**src/rtl/pes_pkg.sv**
```systemverilog
package pes_pkg;

    localparam int unsigned NUM_OPND = 3;   // destination, source 1, source 2
    localparam int unsigned LOG_W    = 3;   // holds log2 of up to 128-bit elements

    typedef enum logic [2:0] {
        WC_FULL = 3'b000,
        WC_B8   = 3'b001,
        WC_B16  = 3'b010,
        WC_B32  = 3'b011,
        WC_B64  = 3'b100,
        WC_B128 = 3'b101,
        WC_RSV6 = 3'b110,
        WC_RSV7 = 3'b111
    } wcode_e;

    typedef enum logic {
        ST_IDLE = 1'b0,
        ST_RUN  = 1'b1
    } seq_st_e;

endpackage

```
**src/rtl/pes_width_decode.sv**
```systemverilog
module pes_width_decode
    import pes_pkg::*;
#(
    parameter int unsigned REG_LOG = 5
) (
    input  logic [2:0]       wcode,
    output logic             illegal,
    output logic [LOG_W-1:0] ew_log,
    output logic [LOG_W-1:0] sub_log
);

    logic [LOG_W-1:0] raw_log;

    always_comb begin
        illegal = 1'b0;
        case (wcode_e'(wcode))
            WC_FULL: raw_log = LOG_W'(REG_LOG);
            WC_B8:   raw_log = LOG_W'(3);
            WC_B16:  raw_log = LOG_W'(4);
            WC_B32:  raw_log = LOG_W'(5);
            WC_B64:  raw_log = LOG_W'(6);
            WC_B128: raw_log = LOG_W'(7);
            default: begin
                raw_log = LOG_W'(REG_LOG);
                illegal = 1'b1;
            end
        endcase
        // an element wider than the register collapses to the full register
        ew_log  = (raw_log > LOG_W'(REG_LOG)) ? LOG_W'(REG_LOG) : raw_log;
        sub_log = LOG_W'(REG_LOG) - ew_log;
    end

endmodule

```
**src/rtl/pes_elem_addr.sv**
```systemverilog
module pes_elem_addr
    import pes_pkg::*;
#(
    parameter int unsigned CNT_W  = 5,
    parameter int unsigned RIDX_W = 5,
    parameter int unsigned OFS_W  = 5
) (
    input  logic [CNT_W-1:0]  elem,
    input  logic [RIDX_W-1:0] base,
    input  logic [LOG_W-1:0]  sub_log,
    input  logic [LOG_W-1:0]  ew_log,
    input  logic              bcast,
    output logic [RIDX_W-1:0] reg_idx,
    output logic [OFS_W-1:0]  lsb
);

    logic [CNT_W-1:0] reg_step;
    logic [CNT_W-1:0] slot;

    always_comb begin
        reg_step = elem >> sub_log;
        slot     = elem & ~({CNT_W{1'b1}} << sub_log);
        if (bcast) begin
            reg_idx = base;
            lsb     = '0;
        end else begin
            reg_idx = base + RIDX_W'(reg_step);
            lsb     = OFS_W'(slot) << ew_log;
        end
    end

endmodule

```
**src/rtl/pes_sequencer.sv**
```systemverilog
module pes_sequencer
    import pes_pkg::*;
#(
    parameter  int unsigned REG_W     = 32,
    parameter  int unsigned NUM_REGS  = 32,
    parameter  int unsigned MAX_SPAN  = 4,
    localparam int unsigned REG_LOG   = $clog2(REG_W),
    localparam int unsigned RIDX_W    = $clog2(NUM_REGS),
    localparam int unsigned SPAN_W    = $clog2(MAX_SPAN + 1),
    localparam int unsigned MAX_ELEM  = MAX_SPAN * REG_W / 8,
    localparam int unsigned CNT_W     = $clog2(MAX_ELEM + 1),
    localparam int unsigned OFS_W     = REG_LOG
) (
    input  logic                clk,
    input  logic                rst_n,
    input  logic                in_valid,
    output logic                in_ready,
    input  logic [RIDX_W-1:0]   in_dst_reg,
    input  logic [RIDX_W-1:0]   in_src1_reg,
    input  logic [RIDX_W-1:0]   in_src2_reg,
    input  logic [SPAN_W-1:0]   in_dst_span,
    input  logic [SPAN_W-1:0]   in_src1_span,
    input  logic [SPAN_W-1:0]   in_src2_span,
    input  logic [2:0]          in_dst_wcode,
    input  logic [2:0]          in_src1_wcode,
    input  logic [2:0]          in_src2_wcode,
    input  logic [CNT_W-1:0]    in_vlen,
    input  logic [MAX_ELEM-1:0] in_pred,
    output logic                uop_valid,
    input  logic                uop_ready,
    output logic [CNT_W-1:0]    uop_elem,
    output logic [RIDX_W-1:0]   uop_dst_reg,
    output logic [OFS_W-1:0]    uop_dst_lsb,
    output logic [RIDX_W-1:0]   uop_src1_reg,
    output logic [OFS_W-1:0]    uop_src1_lsb,
    output logic [RIDX_W-1:0]   uop_src2_reg,
    output logic [OFS_W-1:0]    uop_src2_lsb,
    output logic [LOG_W-1:0]    uop_ew_log,
    output logic                uop_scalar,
    output logic                cfg_illegal
);

    typedef struct packed {
        seq_st_e                              st;
        logic [CNT_W-1:0]                     idx;
        logic [CNT_W-1:0]                     last;
        logic                                 scalar;
        logic                                 illegal;
        logic [MAX_ELEM-1:0]                  pred;
        logic [NUM_OPND-1:0][RIDX_W-1:0]      base;
        logic [NUM_OPND-1:0][LOG_W-1:0]       sub_log;
        logic [NUM_OPND-1:0][LOG_W-1:0]       ew_log;
        logic [NUM_OPND-1:0]                  bcast;
    } seq_t;

    seq_t s_d, s_q;

    // ---------------- operand decode on the offered instruction ----------
    logic [NUM_OPND-1:0][RIDX_W-1:0] in_base;
    logic [NUM_OPND-1:0][SPAN_W-1:0] in_span;
    logic [NUM_OPND-1:0][2:0]        in_wc;
    logic [NUM_OPND-1:0]             dec_ill;
    logic [NUM_OPND-1:0][LOG_W-1:0]  dec_ew;
    logic [NUM_OPND-1:0][LOG_W-1:0]  dec_sub;
    logic [NUM_OPND-1:0][SPAN_W-1:0] span_eff;
    logic [NUM_OPND-1:0]             in_bcast;

    assign in_base = {in_src2_reg,   in_src1_reg,   in_dst_reg};
    assign in_span = {in_src2_span,  in_src1_span,  in_dst_span};
    assign in_wc   = {in_src2_wcode, in_src1_wcode, in_dst_wcode};

    for (genvar g = 0; g < NUM_OPND; g++) begin : g_opnd_dec
        pes_width_decode #(
            .REG_LOG (REG_LOG)
        ) u_dec (
            .wcode   (in_wc[g]),
            .illegal (dec_ill[g]),
            .ew_log  (dec_ew[g]),
            .sub_log (dec_sub[g])
        );
        assign span_eff[g] = (in_span[g] == '0) ? SPAN_W'(1) : in_span[g];
        assign in_bcast[g] = (span_eff[g] == SPAN_W'(1)) && (in_wc[g] == WC_FULL);
    end

    // ---------------- element count and length cut-off --------------------
    logic [CNT_W:0] dst_count;
    logic [CNT_W:0] vlen_ext;
    logic [CNT_W:0] in_limit;
    logic           in_scalar;

    always_comb begin
        in_scalar = &in_bcast;
        dst_count = (CNT_W + 1)'(span_eff[0]) << dec_sub[0];
        vlen_ext  = {1'b0, in_vlen};
        if (in_scalar) begin
            in_limit = (CNT_W + 1)'(1);
        end else if (dst_count < vlen_ext) begin
            in_limit = dst_count;
        end else begin
            in_limit = vlen_ext;
        end
    end

    // ---------------- per-operand address generation ----------------------
    logic [NUM_OPND-1:0][RIDX_W-1:0] addr_reg;
    logic [NUM_OPND-1:0][OFS_W-1:0]  addr_lsb;

    for (genvar g = 0; g < NUM_OPND; g++) begin : g_opnd_addr
        pes_elem_addr #(
            .CNT_W  (CNT_W),
            .RIDX_W (RIDX_W),
            .OFS_W  (OFS_W)
        ) u_addr (
            .elem    (s_q.idx),
            .base    (s_q.base[g]),
            .sub_log (s_q.sub_log[g]),
            .ew_log  (s_q.ew_log[g]),
            .bcast   (s_q.bcast[g]),
            .reg_idx (addr_reg[g]),
            .lsb     (addr_lsb[g])
        );
    end

    // ---------------- element enable and next state ------------------------
    logic [MAX_ELEM-1:0] pred_sh;
    logic                elem_en;

    always_comb begin
        pred_sh = s_q.pred >> s_q.idx;
        elem_en = s_q.scalar || pred_sh[0];
    end

    always_comb begin
        s_d         = s_q;
        s_d.illegal = 1'b0;
        case (s_q.st)
            ST_IDLE: begin
                if (in_valid) begin
                    if (|dec_ill) begin
                        s_d.illegal = 1'b1;
                    end else if (in_limit != '0) begin
                        s_d.st      = ST_RUN;
                        s_d.idx     = '0;
                        s_d.last    = CNT_W'(in_limit - (CNT_W + 1)'(1));
                        s_d.scalar  = in_scalar;
                        s_d.pred    = in_pred;
                        s_d.base    = in_base;
                        s_d.sub_log = dec_sub;
                        s_d.ew_log  = dec_ew;
                        s_d.bcast   = in_bcast;
                    end
                end
            end
            default: begin
                if (!elem_en || uop_ready) begin
                    if (s_q.idx == s_q.last) begin
                        s_d.st = ST_IDLE;
                    end else begin
                        s_d.idx = s_q.idx + CNT_W'(1);
                    end
                end
            end
        endcase
    end

    always_ff @(posedge clk or negedge rst_n) begin
        if (!rst_n) begin
            s_q <= '0;
        end else begin
            s_q <= s_d;
        end
    end

    // ---------------- outputs ----------------------------------------------
    assign in_ready     = (s_q.st == ST_IDLE);
    assign uop_valid    = (s_q.st == ST_RUN) && elem_en;
    assign uop_elem     = s_q.idx;
    assign uop_dst_reg  = addr_reg[0];
    assign uop_dst_lsb  = addr_lsb[0];
    assign uop_src1_reg = addr_reg[1];
    assign uop_src1_lsb = addr_lsb[1];
    assign uop_src2_reg = addr_reg[2];
    assign uop_src2_lsb = addr_lsb[2];
    assign uop_ew_log   = s_q.ew_log[0];
    assign uop_scalar   = s_q.scalar;
    assign cfg_illegal  = s_q.illegal;

endmodule

```
**config.mk**
```make
export PLATFORM = sky130hd
export DESIGN_NAME = pes_sequencer
export DESIGN_NICKNAME = d
export VERILOG_FILES = /design/src/rtl/pes_pkg.sv /design/src/rtl/pes_width_decode.sv /design/src/rtl/pes_elem_addr.sv /design/src/rtl/pes_sequencer.sv
export SDC_FILE = /design/constraint.sdc
export NUM_CORES = 1
export LEC_CHECK = 0
export CAP_MARGIN = 20
export CORE_MARGIN = 8
export CORE_UTILIZATION = 45
export CTS_CLUSTER_SIZE = 30
export DETAILED_ROUTE_END_ITERATION = 16
export PLACE_DENSITY = 0.81
export SLEW_MARGIN = 25
export SYNTH_ARGS = -nofsm -noshare
export SYNTH_HDL_FRONTEND = slang
export SYNTH_SLANG_ARGS = --single-unit
```
**constraint.sdc**
```tcl
create_clock -name clk -period 3.7 [get_ports clk]
set_input_delay 0.74 -clock clk [delete_from_list [all_inputs] [get_ports clk]]
set_output_delay 0.74 -clock clk [all_outputs]
set_load 0.01 [all_outputs]
```
## Yosys cells after proc, flatten, opt, wreduce, memory -nomap -nowiden

Cells that the tools add are included.
Widths: inputs -> output; s select.

- Add/subtract/negate cells: 8
- $lt $le $gt $ge: 4
- Eq/ne operators: 22
- Shift-type cells: 11
- Multiplexer cells: 31
- Bitwise operators: 8
- Reductions and logical operators: 23

Operators with widths:

| kind | number |
|---|---|
| $mux 52 | 2 |
| $mux 65 | 1 |
| $mux 53 | 1 |
| $pmux 3 s4 | 3 |
| $mux 5 | 7 |
| $mux 12 | 2 |
| $mux 6 | 4 |
| $eq 3x1->1 const B | 6 |
| $eq 3x2->1 const B | 6 |
| $eq 3x3->1 const B | 6 |
| $logic_not 3->1 | 6 |
| $mux 3 | 6 |
| $reduce_or 6->1 | 3 |
| $shr 16x5->1 | 1 |
| $add 5x5->5 | 3 |
| $and 5x5->5 | 3 |
| $not 5->5 | 3 |
| $shl 5x3->5 | 3 |
| $shl 5x3->5 const A | 3 |
| $shr 5x3->5 | 3 |
| $gt 3x3->1 const B | 3 |
| $sub 3x3->3 const A | 3 |
| $lt 6x5->1 | 1 |
| $reduce_bool 6->1 | 1 |
| other kinds (16) | 27 |

- Bits in registers: 65
- Input bits: 58
- Output and inout port bits: 42
- Word-level logic and storage cells: 123

## Longest topological paths before layout

- Depth after elaboration: 14
- Depth in mapped cells: 19
- Mapped depth without buffers: 16

## By module

Synthesis repeated with hierarchy kept, for this count alone.

- Cells, all modules: 519
- Area, all modules: 5,066.1 µm²

Modules (own cells, without submodules):

| module | instances | cells an instance | area each (µm²) | sequential area each (µm²) |
|---|---|---|---|---|
| pes_sequencer | 1 | 279 | 3,410.8 | 1,626.6 |
| pes_elem_addr | 3 | 72 | 493.0 | 0.0 |
| pes_width_decode | 3 | 8 | 58.8 | 0.0 |

## Worst setup path before layout

Ideal clock, no wire load.

- Kind: input to register
- From: input in_dst_wcode[0]
- To: register s_q[0] (netlist bit)
- Library setup time: 0.125 ns
- Data arrival time: 3.720 ns
- Data required time: 3.575 ns
- Path slack: -0.145 ns
- Stages: 17
- Buffers on the path: 3
- Path through: buf_2 nor2b_1 a21oi_1 nor2_1 ha_1 a21o_1 a21oi_1 nand4b_2 and2_1 o211ai_1 inv_1 ha_1 o31a_1 a31oi_2 buf_6 buf_6 mux2_4

- Longest elaborated chain between the ends: 11
- Elaborated cells between the ends (all ways): 22
- Those cells by class: 1 x add/sub; 2 x order compare; 5 x eq/ne; 1 x shift; 5 x mux; 1 x bitwise; 7 x reduce/logical

Ends and longest elaborated chain:

| element | line | text |
|---|---|---|
| start, declared | pes_sequencer.sv:24 | `input logic [2:0] in_dst_wcode,` |
| $eq 3x3->1, or another cell as far along | pes_width_decode.sv:16 | `case (wcode_e'(wcode))` |
| $pmux 3 s4 | pes_width_decode.sv:16 |  |
| $gt 3x3->1 | pes_width_decode.sv:29 | `ew_log = (raw_log > LOG_W'(REG_LOG)) ? LOG_W'(REG_LOG) : raw_log;` |
| $mux 3 | pes_width_decode.sv:29 |  |
| $sub 3x3->3 | pes_width_decode.sv:30 | `sub_log = LOG_W'(REG_LOG) - ew_log;` |
| $shl 3x3->6 | pes_sequencer.sv:93 | `dst_count = (CNT_W + 1)'(span_eff[0]) << dec_sub[0];` |
| $lt 6x5->1 | pes_sequencer.sv:97 | `end else if (dst_count < vlen_ext) begin` |
| $mux 6 | pes_sequencer.sv:97 |  |
| $mux 6 | pes_sequencer.sv:95 | `if (in_scalar) begin` |
| $reduce_bool 6->1 | pes_sequencer.sv:141 | `end else if (in_limit != '0) begin` |
| $reduce_and 4->1 (no source line) | n/a |  |
| end signal, assigned | pes_sequencer.sv:168 | `s_q <= '0;` |
| end signal, assigned | pes_sequencer.sv:170 | `s_q <= s_d;` |
| end, declared | pes_sequencer.sv:56 | `seq_t s_d, s_q;` |

Several ways; a longest one is shown, not always the timed one.
A chain may end at the register's enable or synchronous reset.

## Final worst setup path

- From: register s_q, in the netlist uop_elem[3]
- To: output uop_src2_reg[4]

- Longest elaborated chain between the ends: 3

Ends and longest elaborated chain:

| element | line | text |
|---|---|---|
| $shr 5x3->5 | pes_elem_addr.sv:21 | `reg_step = elem >> sub_log;` |
| $add 5x5->5 | pes_elem_addr.sv:27 | `reg_idx = base + RIDX_W'(reg_step);` |
| $mux 5 | pes_elem_addr.sv:23 | `if (bcast) begin` |
| end, declared | pes_sequencer.sv:36 | `output logic [RIDX_W-1:0] uop_src2_reg,` |

Every way passes these cells.

==> metrics.csv <==
stage;metric;value;unit
pwr;ir_drop;0.548;mV
placed_design;dp_hpwl;9200;µm
critical_path;crit_path_start_kind;flop;
layout;syn_to_final_growth;41.6;%
worst_hold_path;hp-class;input pin to asynchronous set/reset pin;
synth;avgSynthCellArea;9.22;µm²
synth;yosysTopAreaCell;dfrtp_1;
drt;drtAntennaViolNets;0;
synth;ys_ff_latch;62;
synth;synthSimpleGateAreaFrac;16.8;%
drt;totalWireLength;13100;µm
critical_path;r2r_cells;9;
sta;tightest_slew;603;ps
cts;cts_htree_levels;3;
sta;finalCritPeriodShare;96.7;%
critical_path;cp.arrival;2840;ps
synth;syn_area;0.00459;mm²
sta;drv_slew;0;
synth;synth-compound-area-share;14.4;%
sta;min_period;3580;ps
layout;drive_above_1_share;28.8;%
synth;synth_xor_xnor_area_share;3.81;%
critical_path;cp-end-kind;output pin;
drt;num_vias;4294;
cts;clkTransAtPathRegs;80;ps
global_route;grt_first_pass_wirelength;20700;µm
drt;wl_met3;934;µm
synth;synth_top_family_by_area;multiplexers;
sta;hold_viol_final;0;
placed_design;placedCellCount;738;
cts;clockBufferDepth;2;
synth;synth-edff-count;0;
layout;layout.cells.non_filler;772;
cts;cts_root_buf;clkbuf_8;
sta;relSlewSlack;59.8;%
layout;finalNetCount;710;
synth;synth_area_leaders;dfrtp_1 34%, mux2_2 7.6%, ha_1 4.9%;
synth;yosysSeqAreaShare;33.8;%
global_route;track_usage;19.3;%
die;num_io_pins;100;
job;cap_viol_max_count;0;
die;rows;37;
synth;synth.yosys.warnings;0;
drt;detail_route.wl_per_cell;17.0;µm
critical_path;cp.required;2960;ps
status;outcome;finished, final reports clean;
global_route;gr-total-overflow;0;
sta;fmax;0.280;GHz
placed_design;place_congestion;0.917;
synth;synth.top_cell.area_share;33.8;%
drt;firstDrtPassIters;5;
critical_path;path_class;flop to output pin;
synth;synthAdderAreaFrac;6.21;%
synth;ys.flop_type;dfrtp_1;
cts;cts_buffers;9;
drt;first_iter_violations;400;
cts;insertion_delay;350;ps
layout;diodes;0;
drt;wl_met1;5180;µm
synth;async_reset_ff_share;100;%
cts;cts_tree;yes;
synth;synth_cell_type_count;53;
die;die-width;117;µm
sta;setup_viol;0;
pwr;p_leak;2.91;nW
placed_design;io_buffers;97;
drt;dr.max_layer_used;met4;
die;die-area;0.0137;mm²
synth;synth_nets;577;
sta;setup_tns;0;ps
global_route;grt_pass1_vias;4376;
cts;clkSinkCount;62;
critical_path;rrSetupSlack;1050;ps
synth;syn_inst;498;
critical_path;cp_max_fo;4;
drt;drc_errors;0;
sta;clock_skew;8.32;ps
drt;wl_met2;6700;µm
die;core_area;0.0101;mm²
die;start_util;45.3;%
global_route;grt_max_degree;49;
pwr;powerDensity;841;mW/mm²
synth;synth_mux_area_share;16.8;%
drt;viasPerCell;5.56;
global_route;antenna_found_initial;0;
sta;whs;382;ps
die;die_h;117;µm
-- registers in the layout (all words and copies together) (netlist names) --
signal	cells
uop_ew_log	2
s_q	53
uop_elem	5
uop_scalar	1
cfg_illegal	1
-- area by class of cell --
class	instances	area [µm²]
sequential	62	1560
clock inverter	7	75.1
inverter	35	131
multi-input combinational	357	2830
timing repair buffer	166	1620
fill	786	3630
clock buffer	9	124
tap	136	170
-- metal layers --
layer / vias to the layer above / track usage, %
li1: 2022 / -
met1: 2062 / 22.0
met2: 182 / 34.7
met3: 28 / 3.39
met4: 0 / 8.28
met5: - / 0
-- stage by stage --
step / worst slack (ps) / power, mW / area (µm²) / utilization (%)
after floorplan: 20.2 / 3.37 / 4630 / -
after global placement: -562 / 4.57 / 5930 / 58.5
after detailed placement: -691 / 4.70 / 5930 / 58.5
after CTS: -8.79 / 5.37 / 6320 / 62.3
after global routing: -7.45 / 5.90 / 6500 / 64.1
final: 123 / 5.47 / 6500 / 64.1
-- path summary, 6_finish.rpt --
kind | start | to
worst max-delay path | uop_elem[3] | uop_src2_reg[4]
worst min register to register | s_q[64] | cfg_illegal
worst min-delay path | rst_n | s_q[40]
worst max register to register | uop_elem[1] | uop_elem[3]
max in group asynchronous | rst_n | s_q[28]
min in group clk | s_q[64] | cfg_illegal
-- kinds of logic after synthesis --
group	count (synthesis)
AO/OA/AOI/OAI	107
XOR/XNOR	20
adder cells (fa/ha/maj)	21
buffers and inverters	79
flip-flops	62
multiplexers	62
AND/OR/NAND/NOR	147
-- power breakdown --
group	switching, mW	internal (mW)	total (mW)	leakage (nW)
combinational	1.69	1.87	3.55	2.07
clock	0.300	0.311	0.612	0.0914
sequential	0.320	0.986	1.31	0.748
-- critical path, stage by stage, from the launching register on --
cell and delay, ps:
dfrtp_1 420, buf_6 140, mux2_4 260, a22oi_2 170, o22ai_2 120, ha_2 210
inv_2 60, fa_2 210, inv_1 40, a21o_1 160, a21oi_2 140, xnor2_1 130
nor2_1 70, xor2_1 200, buf_2 160
-- cells in the mapped netlist, types with 15 or more instances --
cell      number
clkbuf_1      20
dfrtp_1       62
nor3_1        22
mux2_2        31
a21oi_1       25
mux2i_1       18
inv_1         35
nand2_1       38
nor2_1        38
o21ai_0       29
ha_1          18
xor2_1        15
-- timing repair --
action | in CTS | in global routing
gates cloned | 2 | 2
hold buffers | 0 | 0
pin swaps | 16 | 26
gates resized for setup | 35 | 48
setup endpoints to repair | 65 | 69
buffers inserted | 8 | 6
-- placed cells by master (no fill, tap or decap), types with 7 or more instances in the layout --
master           instances
clkbuf_8                 9
clkdlybuf4s50_1         80
and3_1                   7
mux2_2                  29
o21ai_0                 25
a21oi_1                 22
nand3_1                 13
dfrtp_1                 57
inv_1                   32
mux2_4                  10
clkbuf_2                 7
ha_1                    13
nand2_1                 37
a21o_1                   7
buf_4                   57
dlymetal6s2s_1           7
nor4b_1                  8
a31oi_1                 13
mux2i_1                 18
nor3_1                  22
xor2_1                  15
nor2_1                  34
No activity file was read; power rests on OpenSTA's default activity.
